### config.mk
export PLATFORM = sky130hd
export DESIGN_NAME = i2c_stat_flags
export DESIGN_NICKNAME = d
export VERILOG_FILES = /design/src/rtl/i2c_stat_pkg.sv /design/src/rtl/i2c_flag_cell.sv /design/src/rtl/i2c_flag_events.sv /design/src/rtl/i2c_stat_flags.sv
export SDC_FILE = /design/constraint.sdc
export NUM_CORES = 1
export LEC_CHECK = 0
export BUFFER_PORTS_ARGS = -buffer_cell sky130_fd_sc_hd__buf_2
export CORE_AREA = 4 4 41 43
export CTS_BUF_LIST = sky130_fd_sc_hd__clkbuf_8
export CTS_CLUSTER_SIZE = 8
export DETAILED_ROUTE_END_ITERATION = 6
export DIE_AREA = 0 0 45 47
export PLACE_DENSITY = 0.77
export SLEW_MARGIN = 20
export SYNTH_ARGS = -nofsm -noshare
export SYNTH_HDL_FRONTEND = slang
export SYNTH_SLANG_ARGS = --single-unit
### constraint.sdc
create_clock -name clk -period 4.1 [get_ports clk]
set_clock_uncertainty 0.2 [all_clocks]
set_input_delay 0 -clock clk [delete_from_list [all_inputs] [get_ports clk]]
set_output_delay 0 -clock clk [all_outputs]
set_load 0.02 [all_outputs]
### src/rtl/i2c_stat_pkg.sv
package i2c_stat_pkg;

    // Per-flag clear-handshake state
    typedef enum logic [1:0] {
        FLG_CLEAR = 2'd0,
        FLG_SET   = 2'd1,
        FLG_ARMED = 2'd2
    } flg_state_e;

    // Flag slot indices inside the internal vectors
    localparam int IDX_CT = 0;
    localparam int IDX_SA = 1;
    localparam int IDX_AL = 2;
    localparam int NUM_FLAGS = 3;

endpackage

### src/rtl/i2c_flag_cell.sv
module i2c_flag_cell
    import i2c_stat_pkg::*;
(
    input  logic clk,
    input  logic rst_n,
    input  logic hw_set,
    input  logic hw_clr,
    input  logic rd_en,
    input  logic wr_en,
    input  logic wr_bit,
    output logic flag
);

    flg_state_e state_q, state_d;
    logic       sw_clr;

    assign sw_clr = wr_en && !wr_bit;

    always_ff @(posedge clk or negedge rst_n) begin
        if (!rst_n) state_q <= FLG_CLEAR;
        else        state_q <= state_d;
    end

    always_comb begin
        state_d = state_q;
        unique case (state_q)
            FLG_CLEAR: begin
                if (hw_set) state_d = FLG_SET;
            end
            FLG_SET: begin
                if (hw_clr && !hw_set) state_d = FLG_CLEAR;
                else if (rd_en && !hw_clr) state_d = FLG_ARMED;
            end
            FLG_ARMED: begin
                if (sw_clr || hw_clr) state_d = hw_set ? FLG_SET : FLG_CLEAR;
            end
            default: state_d = FLG_CLEAR;
        endcase
    end

    always_comb begin
        flag = (state_q != FLG_CLEAR);
    end


    set_wins_chk: assert property (@(posedge clk) disable iff (!rst_n)
        hw_set |=> flag);


    clear_cause_chk: assert property (@(posedge clk) disable iff (!rst_n)
        $fell(flag) |-> $past(hw_clr || (state_q == FLG_ARMED && sw_clr)));


    keep_armed_chk: assert property (@(posedge clk) disable iff (!rst_n)
        (state_q == FLG_ARMED && wr_en && wr_bit && !hw_clr) |=> (state_q == FLG_ARMED));

endmodule

### src/rtl/i2c_flag_events.sv
module i2c_flag_events
    import i2c_stat_pkg::*;
(
    input  logic                 is_master,
    input  logic                 is_tx,
    input  logic                 fmt_sel,
    input  logic                 start_det,
    input  logic                 addr2_hit,
    input  logic                 tx_empty_set,
    input  logic                 rx_full_set,
    input  logic                 irq_clr,
    input  logic                 bit_strobe,
    input  logic                 drv_bit,
    input  logic                 bus_bit,
    input  logic                 sa_flag,
    output logic [NUM_FLAGS-1:0] set_vec,
    output logic [NUM_FLAGS-1:0] clr_vec
);

    logic slave_rx;
    logic need_sa;
    logic xfer_evt;

    always_comb begin
        slave_rx = !is_master && !is_tx;
        need_sa  = !is_master && !fmt_sel;
        xfer_evt = tx_empty_set || rx_full_set;

        set_vec[IDX_CT] = xfer_evt && (!need_sa || sa_flag);
        clr_vec[IDX_CT] = irq_clr;

        set_vec[IDX_SA] = slave_rx && !fmt_sel && addr2_hit;
        clr_vec[IDX_SA] = start_det || is_master;

        set_vec[IDX_AL] = is_master && is_tx && bit_strobe && (drv_bit != bus_bit);
        clr_vec[IDX_AL] = 1'b0;
    end

endmodule

### src/rtl/i2c_stat_flags.sv
module i2c_stat_flags
    import i2c_stat_pkg::*;
#(
    parameter int DATA_W = 8,
    parameter int CT_BIT = 5,
    parameter int SA_BIT = 4,
    parameter int AL_BIT = 3
) (
    input  logic              clk,
    input  logic              rst_n,
    input  logic              is_master,
    input  logic              is_tx,
    input  logic              fmt_sel,
    input  logic              start_det,
    input  logic              addr2_hit,
    input  logic              tx_empty_set,
    input  logic              rx_full_set,
    input  logic              irq_clr,
    input  logic              bit_strobe,
    input  logic              drv_bit,
    input  logic              bus_bit,
    input  logic              rd_en,
    input  logic              wr_en,
    input  logic [DATA_W-1:0] wr_data,
    output logic [DATA_W-1:0] rd_data
);

    logic [NUM_FLAGS-1:0] set_vec;
    logic [NUM_FLAGS-1:0] clr_vec;
    logic [NUM_FLAGS-1:0] flag_vec;
    logic                 unused_wr;

    assign unused_wr = ^wr_data;

    i2c_flag_events u_events (
        .is_master    (is_master),
        .is_tx        (is_tx),
        .fmt_sel      (fmt_sel),
        .start_det    (start_det),
        .addr2_hit    (addr2_hit),
        .tx_empty_set (tx_empty_set),
        .rx_full_set  (rx_full_set),
        .irq_clr      (irq_clr),
        .bit_strobe   (bit_strobe),
        .drv_bit      (drv_bit),
        .bus_bit      (bus_bit),
        .sa_flag      (flag_vec[IDX_SA]),
        .set_vec      (set_vec),
        .clr_vec      (clr_vec)
    );

    for (genvar g = 0; g < NUM_FLAGS; g++) begin : g_flag
        localparam int POS = (g == IDX_CT) ? CT_BIT :
                             (g == IDX_SA) ? SA_BIT : AL_BIT;
        i2c_flag_cell u_cell (
            .clk    (clk),
            .rst_n  (rst_n),
            .hw_set (set_vec[g]),
            .hw_clr (clr_vec[g]),
            .rd_en  (rd_en),
            .wr_en  (wr_en),
            .wr_bit (wr_data[POS]),
            .flag   (flag_vec[g])
        );
    end

    always_comb begin
        rd_data         = '0;
        rd_data[CT_BIT] = flag_vec[IDX_CT];
        rd_data[SA_BIT] = flag_vec[IDX_SA];
        rd_data[AL_BIT] = flag_vec[IDX_AL];
    end


    master_sa_low_chk: assert property (@(posedge clk) disable iff (!rst_n)
        is_master |=> !rd_data[SA_BIT]);


    al_irq_immune_chk: assert property (@(posedge clk) disable iff (!rst_n)
        $fell(rd_data[AL_BIT]) |-> $past(wr_en && !wr_data[AL_BIT]));


    ct_cause_chk: assert property (@(posedge clk) disable iff (!rst_n)
        $rose(rd_data[CT_BIT]) |-> $past(tx_empty_set || rx_full_set));


    al_set_chk: assert property (@(posedge clk) disable iff (!rst_n)
        (is_master && is_tx && bit_strobe && drv_bit != bus_bit) |=> rd_data[AL_BIT]);

endmodule

==> reports/qor.yml <==
outcome:
  outcome: "complete, but fails checks"
  violations: "hold timing"
die:
  initial_core_util_pct: 33.4
  fp.dieW_um: 45
  dieHeight_um: 47
  fp.coreArea_um2: 1300
  io_pins: 31
  dieArea_um2: 2120
  num_rows: 13
cells_and_area:
  layoutNonFillerInstCount: 97
  mostFrequentLayoutCell: "buf_2"
  nFillCells: 133
  utilization_pct: 53.0
  ff_latch_area_um2: 150
  largest_reg_flops: 6
  diodes: 0
  layout-drive-gt1-share_pct: 29.3
  fin_area_um2: 689
  largestRegisters: "g_flag.u_cell.state_q x6"
  multiInputGateArea_um2: 235
  largest_register: "g_flag.u_cell.state_q"
  nets: 107
  layout_common_cells: "20 x buf_2, 14 x dlygate4sd3_1, 6 x dfrtp_1"
  syn2layout_area_growth_pct: 58.8
sta:
  period_minus_slack_ps: 2380
  grt_setup_unrepaired: "no"
  maxSlewViolCount: 0
  setup_viol_count_final: 0
  setup_ws_ps: 1720
  whs_ps: -0.351
  fin_crit_sh_pct: 58.1
  setup_tns_ps: 0
  fmax_mhz: 420
  hold_violations: 1
synthesis:
  ys_warn_count: 0
  ys.flop_type: "dfrtp_1"
  synth_fa_ha_area_share_pct: 0
  muxShareOfSynthArea_pct: 0
  synth_compound_area_share_pct: 18.4
  synthSimpleGateAreaFrac_pct: 29.4
  synth_xor_area_share_pct: 2.02
  ys_seq_elements: 6
  synth_top_family_by_area: "simple AND/OR/NAND/NOR gates"
  netlist_instances: 49
  syn_area_um2: 434
  synthArstFlopShare_pct: 100
  ys_types: 24
  yosysSeqAreaShare_pct: 34.6
  synth-edff-count: 0
  syn_avg_cell_area_um2: 8.86
power:
  leakagePower_nw: 0.350
  power_density_nw_per_um2: 314
  ir_drop_uv: 126
  netSwitchingFraction_pct: 25.5
  comb_power_share_pct: 27.7
  power.total_uw: 217
  power_switching_uw: 55.2
  clkPwrFrac_pct: 39.1
  power.internal_uw: 161
  seq_power_share_pct: 33.2
clock_network:
  clk_pin_slew_worst_paths_ps: 30
  clockBufferDepth: 2
  tritoncts: "yes"
  root_buffer: "clkbuf_8"
  cts_sinks: 6
  cts_max_level: 1
  cts_buffers: 3
  clock_latency_ps: 220
route:
  first_iter_violations: 6
  first_pass_iters: 2
  wire_per_inst_um: 10.6
  vias: 457
  drc_errors: 0
  via_per_inst: 4.71
  wirelength_mm: 1.03
  antenna_left: 0
place:
  placed_cells: 80
  post-place-ws_ps: 2610
  place_congestion: 0.734
  io_buffers: 20
  dpl_cell_area_um2: 508
  dp_hpwl_um: 750
grt:
  grt_usage_pct: 11.1
  grt_pass1_vias: 416
  grt_max_degree: 7
  antenna_found_initial: 0
  grt_first_pass_wirelength_mm: 1.63
  overflow: 0
setup_path:
  cp_cell_sequence: "dlygate4sd3_1 > buf_2 > nor4b_1 > dlygate4sd3_1 > a21oi_1 > a221oi_1 > dlygate4sd3_1"
  critical_path_class: "primary input to register"
  critPathLaunchType: "primary input"
  critical_path_buf_inv_count: 4
  r2r_cells: 4
  critPathSlowestCell: "dlygate4sd3_1"
  worstReg2RegStart: "g_flag[1].u_cell.state_q[1]"
  path_max_fanout: 2
  critPathLaunch: "is_tx"
  endpoint_kind: "register"
  reg2reg_slack_ps: 2060
  rr_endpoint: "g_flag[0].u_cell.state_q[0]"
  crit_path_frequent_cell: "dlygate4sd3_1"
  cp.arrival_ps: 2330
  slowest_delay_ps: 580
  required_ps: 4050
  cp_top_family: "buffers and inverters"
run:
  max_cap_viol_count: 0
min_path:
  hold_class: "primary input to register"
  min_to: "g_flag[1].u_cell.state_q[1]"
  hold_start: "wr_data[4]"
  holdPathStages: 4
-- cell usage after synthesis (2+ instances only) --
master / n / area share [%]
a21oi_1: 3 / 3.5
or2_1: 3 / 4.3
o21ai_1: 2 / 2.3
nor2b_1: 4 / 5.8
buf_4: 8 / 14
nand3b_1: 2 / 3.5
nand2_1: 2 / 1.7
a221oi_1: 2 / 4.0
dfrtp_1: 6 / 35
nand2b_1: 3 / 4.3
-- power groups by stage --
stage | Sequential, mW | Clock, mW | Combinational [mW]
4_1_cts | 0.0714 | 0.0875 | 0.0604
3_3_place_gp | 0.0719 | 0 | 0.0468
3_5_place_dp | 0.0722 | 0 | 0.0478
2_1_floorplan | 0.0704 | 0 | 0.0408
6_report | 0.0720 | 0.0847 | 0.0600
5_1_grt | 0.0730 | 0.0909 | 0.0658
-- worst reg2reg max path, cell delays in order (launching register included) --
cell,delay [ps]
dfrtp_1,410
or4_1,550
a21oi_1,140
a221oi_1,60
dlygate4sd3_1,560
-- layout make-up --
cell class | instances | share of cell area, %
clock buffers | 3 | 5.99
inverters | 1 | 0.544
multi-input cells | 38 | 34.1
well taps | 15 | 2.72
flip-flops and latches | 6 | 21.8
repair buffers | 34 | 34.8
-- cell families (layout without fill, tap and decap cells) --
kind of cell              after synthesis  in the layout
buffers and inverters                   9             38
AOI/OAI and AO/OA                      12             12
DFF                                     6              6
xor gates and xnor gates                1              1
other                                   1              5
and+or+nand+nor                        20             20
-- layer usage --
layer	part of all wire (%)	track usage, %	vias to the layer above
li1	-	-	226
met1	44	12.8	209
met2	46	17.2	20
met3	9.4	4.60	2
met4	0.68	7.02	0
met5	0	0	-
-- what timing repair did --
item,4_1_cts,5_1_grt
hold buffers,14,0
endpoints found under the hold margin,12,0
buffers inserted,0,0
resized for setup,0,0
-- worst max-delay path by stage --
stage                                       end  cells after the start
finish              g_flag[1].u_cell.state_q[0]                      7
global route        g_flag[1].u_cell.state_q[0]                      7
CTS                 g_flag[1].u_cell.state_q[0]                      7
detailed placement  g_flag[0].u_cell.state_q[0]                      3
global placement    g_flag[0].u_cell.state_q[0]                      3
floorplan           g_flag[0].u_cell.state_q[0]                      3
Note: power is estimated with default switching activity, not from simulation.
